### src/rtl/tcs_pkg.sv
package tcs_pkg;
  localparam int N_FLAG   = 9;
  localparam int BIT_OVF  = 0;
  localparam int BIT_OVR  = 1;
  localparam int BIT_CMPA = 2;
  localparam int BIT_CMPB = 3;
  localparam int BIT_CMPC = 4;
  localparam int BIT_LDA  = 5;
  localparam int BIT_LDB  = 6;
  localparam int BIT_TRIG = 7;
  localparam int BIT_SAFE = 8;
  localparam int BIT_CLK  = 16;
  localparam int BIT_LNA  = 17;
  localparam int BIT_LNB  = 18;

  // Flags that are visible in the given mode (1 = waveform, 0 = capture)
  function automatic logic [N_FLAG-1:0] mode_view(input logic wave);
    logic [N_FLAG-1:0] m;
    m = '1;
    if (wave) begin
      m[BIT_LDA] = 1'b0;
      m[BIT_LDB] = 1'b0;
      m[BIT_OVR] = 1'b0;
    end else begin
      m[BIT_CMPA] = 1'b0;
      m[BIT_CMPB] = 1'b0;
    end
    return m;
  endfunction
endpackage

### src/rtl/tcs_flag_bank.sv
module tcs_flag_bank #(
  parameter int N = 9
) (
  input  logic         clk,
  input  logic         rst,
  input  logic         clr_i,
  input  logic [N-1:0] set_i,
  output logic [N-1:0] flags_o
);
  for (genvar i = 0; i < N; i++) begin : g_bit
    logic q;
    always_ff @(posedge clk) begin
      if (rst) q <= 1'b0;
      else     q <= (q & ~clr_i) | set_i[i];
    end
    assign flags_o[i] = q;
  end

  AST_STICKY_HOLD: assert property (@(posedge clk) disable iff (rst)
    !clr_i |=> ((flags_o & $past(flags_o)) == $past(flags_o)));
  AST_EVENT_KEPT: assert property (@(posedge clk) disable iff (rst)
    (|set_i) |=> ((flags_o & $past(set_i)) == $past(set_i)));
endmodule

### src/rtl/tcs_load_track.sv
module tcs_load_track #(
  parameter int N_CAP = 2
) (
  input  logic             clk,
  input  logic             rst,
  input  logic             en_i,
  input  logic [N_CAP-1:0] ld_i,
  input  logic [N_CAP-1:0] rd_i,
  output logic             ovr_o
);
  logic [N_CAP-1:0] ovr_v;

  for (genvar i = 0; i < N_CAP; i++) begin : g_cap
    logic pend;
    logic ld_ok;
    assign ld_ok = en_i & ld_i[i];
    always_ff @(posedge clk) begin
      if (rst)        pend <= 1'b0;
      else if (ld_ok) pend <= 1'b1;
      else if (rd_i[i]) pend <= 1'b0;
    end
    assign ovr_v[i] = ld_ok & pend & ~rd_i[i];

    AST_PEND_AFTER_LOAD: assert property (@(posedge clk) disable iff (rst)
      (en_i && ld_i[i]) |=> pend);
    AST_PEND_CLEARED: assert property (@(posedge clk) disable iff (rst)
      (rd_i[i] && !(en_i && ld_i[i])) |=> !pend);
  end

  assign ovr_o = |ovr_v;
endmodule

### src/rtl/tcs_irq_gen.sv
module tcs_irq_gen #(
  parameter int N = 9
) (
  input  logic         clk,
  input  logic         rst,
  input  logic [N-1:0] flags_i,
  input  logic [N-1:0] mask_i,
  output logic         irq_o
);
  always_ff @(posedge clk) begin
    if (rst) irq_o <= 1'b0;
    else     irq_o <= |(flags_i & mask_i);
  end

  AST_IRQ_SOURCE: assert property (@(posedge clk) disable iff (rst)
    irq_o |-> $past(|(flags_i & mask_i)));
endmodule

### src/rtl/tmr_chan_status.sv
module tmr_chan_status
  import tcs_pkg::*;
#(
  parameter int ADDR_W      = 8,
  parameter int DATA_W      = 32,
  parameter int CHAN_IDX    = 0,
  parameter int BASE_OFS    = 32,
  parameter int CHAN_STRIDE = 64
) (
  input  logic              clk,
  input  logic              rst,
  input  logic              rd_en,
  input  logic [ADDR_W-1:0] rd_addr,
  output logic [DATA_W-1:0] rd_data,
  input  logic              ev_ovf,
  input  logic              ev_cmp_a,
  input  logic              ev_cmp_b,
  input  logic              ev_cmp_c,
  input  logic              ev_cap_a,
  input  logic              ev_cap_b,
  input  logic              ev_ext_trig,
  input  logic              ev_safety,
  input  logic              cap_a_rd,
  input  logic              cap_b_rd,
  input  logic              wave_mode,
  input  logic              clk_run,
  input  logic              line_a,
  input  logic              line_b,
  input  logic [N_FLAG-1:0] irq_mask,
  output logic              irq
);
  localparam logic [ADDR_W-1:0] REG_OFS = ADDR_W'(BASE_OFS + CHAN_IDX * CHAN_STRIDE);
  localparam logic [DATA_W-1:0] USED_MASK =
    DATA_W'((1 << N_FLAG) - 1) | (DATA_W'(1) << BIT_CLK) |
    (DATA_W'(1) << BIT_LNA) | (DATA_W'(1) << BIT_LNB);

  logic              hit;
  logic              cap_mode;
  logic              ovr_evt;
  logic [1:0]        ld_vec;
  logic [1:0]        crd_vec;
  logic [N_FLAG-1:0] set_vec;
  logic [N_FLAG-1:0] flags;
  logic [N_FLAG-1:0] view;
  logic [DATA_W-1:0] word;

  assign hit      = rd_en && (rd_addr == REG_OFS);
  assign cap_mode = ~wave_mode;
  assign ld_vec   = {ev_cap_b, ev_cap_a};
  assign crd_vec  = {cap_b_rd, cap_a_rd};

  tcs_load_track #(.N_CAP(2)) u_track (
    .clk   (clk),
    .rst   (rst),
    .en_i  (cap_mode),
    .ld_i  (ld_vec),
    .rd_i  (crd_vec),
    .ovr_o (ovr_evt)
  );

  always_comb begin
    set_vec           = '0;
    set_vec[BIT_OVF]  = ev_ovf;
    set_vec[BIT_OVR]  = ovr_evt;
    set_vec[BIT_CMPA] = ev_cmp_a & wave_mode;
    set_vec[BIT_CMPB] = ev_cmp_b & wave_mode;
    set_vec[BIT_CMPC] = ev_cmp_c;
    set_vec[BIT_LDA]  = ev_cap_a & cap_mode;
    set_vec[BIT_LDB]  = ev_cap_b & cap_mode;
    set_vec[BIT_TRIG] = ev_ext_trig;
    set_vec[BIT_SAFE] = ev_safety;
  end

  tcs_flag_bank #(.N(N_FLAG)) u_flags (
    .clk     (clk),
    .rst     (rst),
    .clr_i   (hit),
    .set_i   (set_vec),
    .flags_o (flags)
  );

  assign view = flags & mode_view(wave_mode);

  always_comb begin
    word                = '0;
    word[N_FLAG-1:0]    = view;
    word[BIT_CLK]       = clk_run;
    word[BIT_LNA]       = line_a;
    word[BIT_LNB]       = line_b;
  end

  always_ff @(posedge clk) begin
    if (rst)      rd_data <= '0;
    else if (hit) rd_data <= word;
    else          rd_data <= '0;
  end

  tcs_irq_gen #(.N(N_FLAG)) u_irq (
    .clk     (clk),
    .rst     (rst),
    .flags_i (view),
    .mask_i  (irq_mask),
    .irq_o   (irq)
  );

  AST_RESET_CLEAR: assert property (@(posedge clk) disable iff (rst)
    $past(rst) |-> (rd_data == '0 && !irq));
  AST_MISS_ZERO: assert property (@(posedge clk) disable iff (rst)
    !hit |=> (rd_data == '0));
  AST_CAP_HIDDEN: assert property (@(posedge clk) disable iff (rst)
    (hit && wave_mode) |=> (!rd_data[BIT_LDA] && !rd_data[BIT_LDB] && !rd_data[BIT_OVR]));
  AST_CMP_HIDDEN: assert property (@(posedge clk) disable iff (rst)
    (hit && !wave_mode) |=> (!rd_data[BIT_CMPA] && !rd_data[BIT_CMPB]));
  AST_LIVE_BITS: assert property (@(posedge clk) disable iff (rst)
    hit |=> (rd_data[BIT_CLK] == $past(clk_run) && rd_data[BIT_LNA] == $past(line_a)
             && rd_data[BIT_LNB] == $past(line_b)));
  AST_UNUSED_ZERO: assert property (@(posedge clk) disable iff (rst)
    (rd_data & ~USED_MASK) == '0);
endmodule

### config.mk
export PLATFORM = sky130hd
export DESIGN_NAME = tmr_chan_status
export DESIGN_NICKNAME = d
export VERILOG_FILES = /design/src/rtl/tcs_pkg.sv /design/src/rtl/tcs_flag_bank.sv /design/src/rtl/tcs_load_track.sv /design/src/rtl/tcs_irq_gen.sv /design/src/rtl/tmr_chan_status.sv
export SDC_FILE = /design/constraint.sdc
export NUM_CORES = 1
export LEC_CHECK = 0
export BUFFER_PORTS_ARGS = -buffer_cell sky130_fd_sc_hd__clkbuf_2
export CAP_MARGIN = 10
export CORE_ASPECT_RATIO = 1.5
export CORE_UTILIZATION = 40
export DETAILED_ROUTE_END_ITERATION = 8
export PLACE_DENSITY = 0.74
export SLEW_MARGIN = 20
export SYNTH_ARGS = -nofsm -noshare
export SYNTH_HDL_FRONTEND = slang
export SYNTH_SLANG_ARGS = --single-unit
### constraint.sdc
create_clock -name clk -period 1.4 [get_ports clk]
set_clock_uncertainty 0.05 [all_clocks]
set_input_delay 0.28 -clock clk [delete_from_list [all_inputs] [get_ports clk]]
set_output_delay 0.28 -clock clk [all_outputs]
set_load 0.01 [all_outputs]
==> flow_metrics.tcl <==
set metrics [dict create \
    status "finished clean" \
    worst_path_max_delay_cell "dfxtp_1" \
    ir_drop_v 0.000544 \
    grt.total_usage_pct 13.3 \
    ant_nets 0 \
    p_clk_share_pct 36.5 \
    post_cts_buffers 0 \
    critical_path_class "flip-flop to flip-flop" \
    cp_num_buf_inv 0 \
    crit_required_ps 1570 \
    slew_violations 0 \
    overflow 0 \
    p_leak_nw 0.643 \
    whs_path_depth 2 \
    start_kind "flip-flop" \
    ff_latch_area_um2 480 \
    synth_top_area_share_pct 48.3 \
    numCtsBuffers 3 \
    multi_input_area_um2 409 \
    regToRegEndpoint "u_irq.irq_o$_SDFF_PP0_" \
    insertion_delay_ps 310 \
    crit_path_max_fanout 3 \
    max_freq_mhz 871 \
    cts_tree "yes" \
    vias 775 \
    async_flop_share_pct 0 \
    reg2reg_from "u_flags.g_bit[5].q$_SDFF_PP0_" \
    cp.arrival_ps 1310 \
    yosysTopAreaCell "dfxtp_1" \
    wirelength_um 1680 \
    syn2layout_area_growth_pct 21.9 \
    fin_util_pct 53.0 \
    hold_path_startpoint "ev_cmp_b" \
    setup_violations 0 \
    cts_buffer_depth 2 \
    cts_num_sinks 24 \
    final_common_cell "clkbuf_2" \
    die_x_um 42.7 \
    setup_tns_ps 0 \
    first_global_vias 670 \
    drtIter0Drc 10 \
    antenna_cells 0 \
    yosys_warnings 0 \
    rsz0062_at_grt "no" \
    rows 21 \
    intPower_mw 1.07 \
    path_clk_slew_ps 140 \
    ys.flop_type "dfxtp_1" \
    post_synth_inst_count 92 \
    power.switching_mw 0.297 \
    worstRegToRegCells 3 \
    grt_max_degree 15 \
    dp_hpwl_um 1390 \
    critPathTopFamily "compound AO/OA/AOI/OAI gates" \
    vias_per_cell 4.78 \
    fin_crit_sh_pct 82.0 \
    pwr-share-seq_pct 53.3 \
    syn_avg_cell_area_um2 10.8 \
    fp.dieH_um 63.1 \
    cp-end-kind "flip-flop" \
    hold_buffers 0 \
    cts_max_level 1 \
    r2r_slack_ps 250 \
    ys_seq_elements 24 \
    io_buffers 46 \
    drive_above_1_share_pct 45.3 \
    finalHoldViolations 0 \
    synth_edf_count 0 \
    initial_core_util_pct 43.5 \
    period_minus_slack_ps 1150 \
    p_per_area_mw_per_mm2 1130 \
    synth_seq_area_share_pct 48.3 \
    cap_violations 0 \
    die_area_mm2 0.00269 \
    yosysUniqueCellTypes 26 \
    grt_pass1_wl_um 2690 \
    io_pins 67 \
    cts-resized-gates 0 \
    layout_common_cells "46 x clkbuf_2, 24 x dfxtp_1, 20 x conb_1" \
    fin_cells 162 \
    path_cells "a222oi_1, mux2_2, a41oi_1" \
    drc 0 \
    fin_hold_ws_ps 107 \
    hp-class "primary input to flip-flop" \
    synth.area.top_cells "dfxtp_1 48%, buf_4 15%, a22o_1 7.9%" \
    first_pass_iters 4 \
    layout.nets 174 \
    fillerInstances 213 \
    syn-cell-area_um2 995 \
    combPwrFrac_pct 10.2 \
    switching_share_pct 21.7 \
    antenna_found_initial 0 \
    routabilityCongestion 0.746 \
    wl_per_cell_um 10.3 \
    core-area_mm2 0.00229 \
    placed_cells 158 \
    min_to "u_flags.g_bit[3].q$_SDFF_PP0_" \
    cts_root_buffer "clkbuf_4" \
    slowest_delay_ps 350 \
]
[Yosys cell counts, types with 2 or more instances]
cell type  count
a22oi_1        2
dfxtp_1       24
nand2b_1       4
and3b_2        2
nor2_1         2
and3_1         2
and2_2         7
a21oi_1        2
inv_1          3
buf_4         20
a22o_1         9
[layout make-up]
type,count,share of cell area [%]
Sequential cell,24,39.6
Tap cell,23,2.37
Timing Repair Buffer,46,19.0
Clock inverter,1,2.48
Clock buffer,3,1.86
Multi-Input combinational cell,62,33.7
Inverter,3,0.929
[cell families (layout without fill, tap and decap cells)]
| kind of cell | count (synthesis) | in the layout | share of synthesized area, % |
|---|---|---|---|
| DFF | 24 | 24 | 48.3 |
| muxes | 1 | 1 | 1.13 |
| AOI/OAI and AO/OA | 17 | 17 | 14.2 |
| and+or+nand+nor | 24 | 24 | 18.2 |
| other | 1 | 20 | 0.377 |
| buffers and inverters | 25 | 53 | 17.7 |
[per-layer routing]
layer	up-vias	wire, um	global-route usage (%)
li1	374	-	-
met1	350	595	13.2
met2	46	845	22.3
met3	5	180	4.30
met4	0	54	9.38
met5	-	0	0
[state kept, by name (all words and copies together), names as in the netlist]
signal,flops
rd_data,12
u_flags.g_bit.q,9
u_track.g_cap.pend,2
u_irq.irq_o,1
[stage by stage]
step	total power [mW]	setup slack (ps)	instance area (um^2)
floorplan	0.857	261	1070
global placement	0.879	130	1160
detailed placement	0.883	93.9	1160
CTS	1.37	227	1210
global route	1.42	185	1210
finish	1.37	252	1210
[power by group through the flow]
stage                     logic (mW)  clock network, mW  registers (mW)
final                          0.140              0.498           0.728
after global routing           0.156              0.532           0.732
after CTS                      0.141              0.501           0.728
after detailed placement       0.140                  0           0.743
after global placement         0.138                  0           0.741
after floorplan                0.118                  0           0.739
[worst max-delay path by stage]
stage                                        from                       endpoint  slack, ps  depth (start not counted)
floorplan                              rd_addr[6]  u_flags.g_bit[1].q$_SDFF_PP0_        260                          3
global placement                       rd_addr[6]  u_flags.g_bit[1].q$_SDFF_PP0_        130                          4
detailed placement                     rd_addr[6]  u_flags.g_bit[2].q$_SDFF_PP0_         90                          4
CTS                 u_flags.g_bit[5].q$_SDFF_PP0_         u_irq.irq_o$_SDFF_PP0_        230                          3
global route        u_flags.g_bit[1].q$_SDFF_PP0_         u_irq.irq_o$_SDFF_PP0_        180                          3
finish              u_flags.g_bit[5].q$_SDFF_PP0_         u_irq.irq_o$_SDFF_PP0_        250                          3
Note: power is estimated with default switching activity, not from simulation.
